--- src/rtl/tmr_irq_pkg.sv ---
package tmr_irq_pkg;
  localparam int unsigned REG_W  = 8;
  localparam int unsigned ADDR_W = 1;
  localparam int unsigned NSRC   = 4;
  localparam int unsigned NNBR   = 4;

  // source index = priority order (0 highest)
  localparam int unsigned SRC_CAP  = 0;
  localparam int unsigned SRC_CMPA = 1;
  localparam int unsigned SRC_CMPB = 2;
  localparam int unsigned SRC_OVF  = 3;

  // bit position of each source in flag and enable registers
  localparam int unsigned FPOS_CAP  = 0;
  localparam int unsigned FPOS_OVF  = 1;
  localparam int unsigned FPOS_CMPB = 3;
  localparam int unsigned FPOS_CMPA = 4;

  localparam int unsigned SRC_POS [NSRC] = '{FPOS_CAP, FPOS_CMPA, FPOS_CMPB, FPOS_OVF};
  localparam int unsigned NBR_POS [NNBR] = '{2, 5, 6, 7};

  localparam logic [ADDR_W-1:0] ADDR_FLG = '0;
  localparam logic [ADDR_W-1:0] ADDR_EN  = 1;

  function automatic logic [REG_W-1:0] en_mask();
    logic [REG_W-1:0] m;
    m = '0;
    for (int k = 0; k < NSRC; k++) m[SRC_POS[k]] = 1'b1;
    return m;
  endfunction
endpackage

--- src/rtl/tmr_irq_flag_bit.sv ---
module tmr_irq_flag_bit #(
  parameter bit SW_RO = 1'b0
) (
  input  logic clk_i,
  input  logic rst_ni,
  input  logic set_i,
  input  logic sw_clr_i,
  input  logic hw_clr_i,
  output logic flag_o
);
  logic clr;
  logic flag_q;

  generate
    if (SW_RO) begin : g_ro
      assign clr = hw_clr_i;
    end else begin : g_rw
      assign clr = hw_clr_i | sw_clr_i;
    end
  endgenerate

  // set has priority over any clear
  always_ff @(posedge clk_i or negedge rst_ni) begin
    if (!rst_ni)       flag_q <= 1'b0;
    else if (set_i)    flag_q <= 1'b1;
    else if (clr)      flag_q <= 1'b0;
  end

  assign flag_o = flag_q;
endmodule

--- src/rtl/tmr_irq_en_reg.sv ---
module tmr_irq_en_reg #(
  parameter int unsigned          W    = 8,
  parameter logic [W-1:0]         MASK = '1
) (
  input  logic         clk_i,
  input  logic         rst_ni,
  input  logic         wr_i,
  input  logic [W-1:0] wdata_i,
  output logic [W-1:0] en_o
);
  logic [W-1:0] en_q;

  always_ff @(posedge clk_i or negedge rst_ni) begin
    if (!rst_ni)   en_q <= '0;
    else if (wr_i) en_q <= wdata_i & MASK;
  end

  assign en_o = en_q;
endmodule

--- src/rtl/tmr_irq_prio.sv ---
module tmr_irq_prio #(
  parameter int unsigned N = 4
) (
  input  logic [N-1:0] req_i,
  output logic [N-1:0] gnt_o
);
  // lowest index wins
  always_comb begin
    logic found;
    found = 1'b0;
    gnt_o = '0;
    for (int k = 0; k < N; k++) begin
      if (req_i[k] && !found) begin
        gnt_o[k] = 1'b1;
        found    = 1'b1;
      end
    end
  end
endmodule

--- src/rtl/tmr_irq_flags.sv ---
module tmr_irq_flags
  import tmr_irq_pkg::*;
(
  input  logic              clk_i,
  input  logic              rst_ni,
  input  logic              cmpa_evt_i,
  input  logic              cmpb_evt_i,
  input  logic              ovf_evt_i,
  input  logic              cap_evt_i,
  input  logic [NNBR-1:0]   nbr_evt_i,
  input  logic              mode_wide_i,
  input  logic              mode_cap_i,
  input  logic              gie_i,
  input  logic [NSRC-1:0]   ack_i,
  input  logic              reg_wr_i,
  input  logic [ADDR_W-1:0] reg_addr_i,
  input  logic [REG_W-1:0]  reg_wdata_i,
  output logic [REG_W-1:0]  reg_rdata_o,
  output logic [NSRC-1:0]   irq_o,
  output logic [NSRC-1:0]   grant_o
);
  localparam logic [REG_W-1:0] EN_MASK = en_mask();

  logic [NSRC-1:0]  src_set;
  logic [REG_W-1:0] set_vec;
  logic [REG_W-1:0] hw_clr_vec;
  logic [REG_W-1:0] sw_clr_vec;
  logic [REG_W-1:0] flag_q;
  logic [REG_W-1:0] en_q;
  logic             flg_wr;
  logic             en_wr;

  // mode-dependent event masking
  always_comb begin
    src_set           = '0;
    src_set[SRC_CAP]  = cap_evt_i;
    src_set[SRC_CMPA] = cmpa_evt_i & ~mode_cap_i;
    src_set[SRC_CMPB] = cmpb_evt_i & ~mode_wide_i;
    src_set[SRC_OVF]  = ovf_evt_i;
  end

  always_comb begin
    set_vec    = '0;
    hw_clr_vec = '0;
    for (int k = 0; k < NSRC; k++) begin
      set_vec[SRC_POS[k]]    = src_set[k];
      hw_clr_vec[SRC_POS[k]] = ack_i[k];
    end
    for (int j = 0; j < NNBR; j++) set_vec[NBR_POS[j]] = nbr_evt_i[j];
  end

  assign flg_wr     = reg_wr_i && (reg_addr_i == ADDR_FLG);
  assign en_wr      = reg_wr_i && (reg_addr_i == ADDR_EN);
  assign sw_clr_vec = {REG_W{flg_wr}} & reg_wdata_i;

  for (genvar i = 0; i < REG_W; i++) begin : g_flag
    tmr_irq_flag_bit #(
      .SW_RO(i == FPOS_CAP)
    ) u_bit (
      .clk_i   (clk_i),
      .rst_ni  (rst_ni),
      .set_i   (set_vec[i]),
      .sw_clr_i(sw_clr_vec[i]),
      .hw_clr_i(hw_clr_vec[i]),
      .flag_o  (flag_q[i])
    );
  end

  tmr_irq_en_reg #(
    .W   (REG_W),
    .MASK(EN_MASK)
  ) u_en (
    .clk_i  (clk_i),
    .rst_ni (rst_ni),
    .wr_i   (en_wr),
    .wdata_i(reg_wdata_i),
    .en_o   (en_q)
  );

  always_comb begin
    for (int k = 0; k < NSRC; k++)
      irq_o[k] = gie_i & en_q[SRC_POS[k]] & flag_q[SRC_POS[k]];
  end

  tmr_irq_prio #(
    .N(NSRC)
  ) u_prio (
    .req_i(irq_o),
    .gnt_o(grant_o)
  );

  assign reg_rdata_o = (reg_addr_i == ADDR_EN) ? en_q : flag_q;
endmodule

--- config.mk ---
export PLATFORM = sky130hd
export DESIGN_NAME = tmr_irq_flags
export DESIGN_NICKNAME = d
export VERILOG_FILES = /design/src/rtl/tmr_irq_pkg.sv /design/src/rtl/tmr_irq_flag_bit.sv /design/src/rtl/tmr_irq_en_reg.sv /design/src/rtl/tmr_irq_prio.sv /design/src/rtl/tmr_irq_flags.sv
export SDC_FILE = /design/constraint.sdc
export NUM_CORES = 1
export LEC_CHECK = 0
export BUFFER_PORTS_ARGS = -buffer_cell sky130_fd_sc_hd__buf_4
export CELL_PAD_IN_SITES_DETAIL_PLACEMENT = 0
export CELL_PAD_IN_SITES_GLOBAL_PLACEMENT = 2
export CORE_ASPECT_RATIO = 0.75
export CORE_MARGIN = 2
export CORE_UTILIZATION = 24
export DETAILED_ROUTE_END_ITERATION = 6
export PLACE_DENSITY_LB_ADDON = 0.1
export SETUP_SLACK_MARGIN = 0.4
export SYNTH_ARGS = -nofsm -noshare
export SYNTH_HDL_FRONTEND = slang
export SYNTH_SLANG_ARGS = --single-unit
--- constraint.sdc ---
create_clock -name clk_i -period 1.53 [get_ports clk_i]
set_input_delay 0.306 -clock clk_i [delete_from_list [all_inputs] [get_ports clk_i]]
set_output_delay 0.306 -clock clk_i [all_outputs]
set_load 0.02 [all_outputs]
---- Word level (Yosys, flattened, before mapping) ----
Cells that the tools add are included.
W data, S select, Z words.
storage, ports and cells
  register bits after elaboration ......... 12
  output and inout bits ................... 16
  logic and storage cells ................. 65
  input bits .............................. 27
operators by class
  reductions and logical operators ........ 16
  mux-type cells .......................... 23
  bitwise operators ....................... 17
operators with widths
  operator             count
  $mux W1              22
  $reduce_bool A2 Y1   8
  $and A1 B1 Y1        10
  $and A8 B8 Y8        1
  $mux W8              1
  $logic_and A1 B1 Y1  5
  $logic_not A1 Y1     3
  $not A1 Y1           3
  $or A1 B1 Y1         3

---- Logic depth before layout (Yosys ltp) ----
  depth in word-level cells ............... 12
  depth in mapped cells ................... 3
  depth with buffers taken out ............ 2

---- Modules after synthesis ----
A second synthesis with hierarchy kept.
second synthesis, totals
  cell total of the unflattened synthesis .. 67
  area total of the unflattened synthesis .. 752.0 um^2
modules (own cells, without submodules)
  module            area each (um^2)  cells each  seq. area each (um^2)  instances
  tmr_irq_flag_bit  36.3              3           25.0                   8
  tmr_irq_flags     246.5             26          0.0                    1
  tmr_irq_en_reg    178.9             13          100.1                  1
  tmr_irq_prio      36.3              4           0.0                    1

---- Worst setup path after synthesis ----
Ideal clock, no wire load.
  path type ............................... reg-to-output
  start ................................... register g_flag[0].u_bit.flag_q
  end ..................................... output grant_o[3]
  path buffers ............................ 0
  required time ........................... 1224 ps
  path slack .............................. 32 ps
  cell stages (with the launch flop) ...... 3
  arrival time ............................ 1192 ps
  cells stage by stage .................... dfrtp_1 a22o_1 a211oi_1
on the way
  cells in the longest elaborated chain, start to end .. 11
RTL lines
  item                    line                    RTL
  from (decl)             tmr_irq_flag_bit.sv:12  logic flag_q;
  from (signal assigned)  tmr_irq_flag_bit.sv:24  if (!rst_ni) flag_q <= 1'b0;
  from (signal assigned)  tmr_irq_flag_bit.sv:25  else if (set_i) flag_q <= 1'b1;
  from (signal assigned)  tmr_irq_flag_bit.sv:26  else if (clr) flag_q <= 1'b0;
  $and A1 B1 Y1 *         tmr_irq_flags.sv:82     irq_o[k] = gie_i & en_q[SRC_POS[k]] & flag_q[SRC_POS[k]];
  $mux W1 *               tmr_irq_prio.sv:13      if (req_i[k] && !found) begin
  $logic_not A1 Y1        tmr_irq_prio.sv:13
  $logic_and A1 B1 Y1     tmr_irq_prio.sv:13
  $mux W1 *               tmr_irq_prio.sv:13
  $logic_not A1 Y1        tmr_irq_prio.sv:13
  $logic_and A1 B1 Y1     tmr_irq_prio.sv:13
  $mux W1 *               tmr_irq_prio.sv:13
  $logic_not A1 Y1 *      tmr_irq_prio.sv:13
  $logic_and A1 B1 Y1 *   tmr_irq_prio.sv:13
  $mux W1 *               tmr_irq_prio.sv:13
  to (decl)               tmr_irq_flags.sv:20     output logic [NSRC-1:0] grant_o
Mark *: on every way between the ends. The rest lies on a longest branch, timed or not.

---- Final worst setup path ----
Ends and elaborated chain as after synthesis.

==> results.txt <==
----------------------------------------------------
[Run status]
  Run status ... finished, violations left
  Failing checks ... negative setup slack

[Placement]
  DP Worst Slack ... 163 ps
  Gpl congestion ... 0.713
  Detail Placement HPWL ... 1340 um
  Cell Count Post-Placement ... 136
  Port Buf Inserts ... 42

[Logic synthesis]
  Share of the yosys chip area belonging to registers ... 0.465
  Post-synthesis xor/xnor area fraction ... 0
  Post-synthesis share of cell area spent on and, or, nand and nor gates ... 0.192
  Mux contribution to synthesized area ... 0.105
  Post-synth cell types ... 18
  Adder and majority gate portion of the synthesized area ... 0
  Post-Synthesis Cells ... 59
  Main combinational cell family by area after synthesis ... simple AND/OR/NAND/NOR gates
  Synth Register Bits ... 12
  Yosys warning count ... 0
  Syn Area/Cell ... 10.9 um^2
  Synth Net Count ... 86
  Compound-cell area share of the yosys netlist ... 0.174
  Netlist area before placement ... 646 um^2

[Detailed routing]
  Average wire per standard cell ... 12.2 um
  Antenna viol nets, final ... 0
  Count of vias placed by the detailed router ... 669
  Number of remaining DRC errors ... 0
  DRC violation total after the first TritonRoute iteration ... 7
  Wire length reported by the detailed router ... 1870 um
  Routed via count divided by cell count ... 4.37
  First-pass iteration count of the detailed router ... 4

[Global routing]
  Initial antenna violation count ... 0
  GR Overflow Total ... 0
  Total routing resource utilization after global routing ... 0.116
  Pin count of the biggest net entering global routing ... 13
  Via count of the first global-routing pass ... 659
  First-pass GRT wire length ... 2860 um

[Power and ir drop]
  Switching share of power ... 0.292
  Power density of the placed cells ... 731 mW/mm^2
  Total chip power ... 0.000931 W
  Cell-internal power ... 0.000659 W
  Share of power burned in the clock network ... 0.196
  LEAKAGE ... 0.636 nW
  Logic gate share of total power ... 0.404
  Worst-case vdd ir drop ... 0.000387 V
  Net switching power ... 0.000272 W
  Portion of total power attributed to sequential cells ... 0.400

[Cells and area]
  Number of cells in the finished layout apart from fillers ... 153
  Ratio of cells with drive above 1 in the final layout ... 0.718
  Most frequent cells in the layout ... 42 x sky130_fd_sc_hd__buf_4, 14 x sky130_fd_sc_hd__buf_6, 12 x sky130_fd_sc_hd__dfrtp_1
  Area Growth Syn to Fin ... 97.3%
  Fin nets ... 146
  Commonest non-fill, non-tap cell in the layout ... sky130_fd_sc_hd__buf_4
  Ant. Diodes ... 0

[Critical path]
  Required time at the worst-slack endpoint ... 1220 ps
  CP cell instances ... a22o_4, a211oi_4, buf_6
  Critical Path Source Type ... flop
  Buffers & Inverters on Critical Path ... 1
  Slowest cell delay on critical path ... 400 ps
  Critical path endpoint category ... output port
  Data arrival time of the critical path ... 1320 ps
  Cell with the biggest individual delay on the critical path ... sky130_fd_sc_hd__dfrtp_1
  Type of the worst setup path ... reg2out
  Family with the most delay on the worst path ... compound AO/OA/AOI/OAI gates
  Max Fanout on Critical Path ... 2

[CTS]
  CTS sink count ... 12
  Maximum level of the CTS H-tree ... 1
  CTS root buffer ... sky130_fd_sc_hd__clkbuf_4
  Clock edge transition at the registers on the reported setup and hold paths ... 70 ps
  Clock buffers created by TritonCTS ... 3
  Clock tree from TritonCTS ... done
  Clock latency at the later pin of the worst-skew pair ... 260 ps
  Maximum buffer depth of the clock tree ... 2

[STA]
  Number of endpoints with negative hold slack in the final report ... 0
  Post-layout worst setup margin ... -93.1 ps
  Period Utilization, post-route ... 1.06
  Max Fclk ... 616 MHz
  Final min period ... 1620 ps
  Final Skew ... 0 ps
  Number of failing setup endpoints in the final timing report ... 2
  Slew HR ... 0.874
  Unrepaired setup endpoints after global routing ... true
  Slew at the pin closest to its max-slew limit ... 188 ps
  Pins over their slew limit ... 0

[Die]
  Initial standard-cell utilization of the core ... 0.250
  Total number of placement rows ... 16
  Die width ... 63.9 um
  Full die area ... 0.00313 mm^2
  Area of the core ... 0.00258 mm^2
  Top-level port count ... 43
  Die height ... 48.9 um

[Worst hold path]
  Path class of the lowest-slack min-delay path ... in2reg

[Run]
  Max-cap violations ... 0

----------------------------------------------------
## power by group through the flow
| stage | clock [W] | sequential (W) | combinational (W) |
|---|---|---|---|
| after floorplan | 0 | 0.000368 | 0.000151 |
| after global placement | 0 | 0.000375 | 0.000282 |
| after detailed placement | 0 | 0.000376 | 0.000282 |
| after CTS | 0.000192 | 0.000370 | 0.000349 |
| after global routing | 0.000210 | 0.000374 | 0.000401 |
| final | 0.000182 | 0.000372 | 0.000377 |
## area by class of cell
| cell class | count | area [um^2] |
|---|---|---|
| well taps | 36 | 45.0 |
| fillers | 246 | 1310 |
| flip-flops and latches | 12 | 300 |
| multi-input cells | 38 | 397 |
| clock buffers | 3 | 22.5 |
| repair buffers | 57 | 483 |
| inverters | 7 | 26.3 |
## state kept, by name (all words and copies together) (netlist names)
name	cells
g_flag.u_bit.flag_o	8
u_en.en_o	4
## worst reg2reg max path, stage by stage (launching register included)
cell and delay (ps):
sky130_fd_sc_hd__dfrtp_1 400, sky130_fd_sc_hd__buf_4 140, sky130_fd_sc_hd__buf_4 130, sky130_fd_sc_hd__mux2_2 250
## worst paths after layout
path / depth (start not counted) / slack (ps) / from / end
min reg2reg: 1 / 480 / g_flag[2].u_bit.flag_o / g_flag[2].u_bit.flag_o
min in group asynchronous: 2 / 420 / rst_ni / g_flag[0].u_bit.flag_o
max reg2reg: 3 / 500 / u_en.en_o[4] / u_en.en_o[4]
max in group asynchronous: 2 / 960 / rst_ni / u_en.en_o[1]
min: 2 / 220 / nbr_evt_i[1] / g_flag[5].u_bit.flag_o
max: 3 / -90 / g_flag[0].u_bit.flag_o / grant_o[3]
## routing by layer
metal,part of all wire,vias up,global-route usage
met2,0.48,22,0.194
met1,0.45,324,0.141
met4,0,0,0.0254
met3,0.073,0,0.0462
met5,0,-,0
li1,-,323,-
## Yosys cell counts (all sizes together)
master,number,share of area
o32ai,2,0.050
a21boi,1,0.012
and3,3,0.029
o21ai,2,0.016
a211oi,1,0.012
dfrtp,12,0.47
nand2,3,0.021
nand3,1,0.0077
a22o,1,0.014
and3b,2,0.027
nor2b,5,0.048
buf,2,0.023
a31o,1,0.014
inv,7,0.041
mux2,6,0.10
a21o,5,0.058
nand3b,5,0.058
## timing repair
item,CTS,global route
pin swaps,3,0
setup endpoints to repair,16,16
hold endpoints to repair,12,0
setup buffers,9,4
hold buffers,1,0
resized for setup,13,14
## cell families (layout without fill, tap and decap cells)
family | Yosys count | in the layout
compound gates | 13 | 13
buf+inv | 9 | 67
flops | 12 | 12
mux | 6 | 6
simple gates | 19 | 19
## per-stage QoR
stage                util  area, um^2  hold slack (ps)  setup TNS (ps)
global route        0.493        1270              199            -503
finish              0.493        1270              217            -151
detailed placement  0.402        1040              156               0
global placement    0.402        1040              157               0
floorplan               -         684             10.4               0
CTS                 0.460        1190              208            -142
Note: power is estimated with default switching activity, not from simulation.
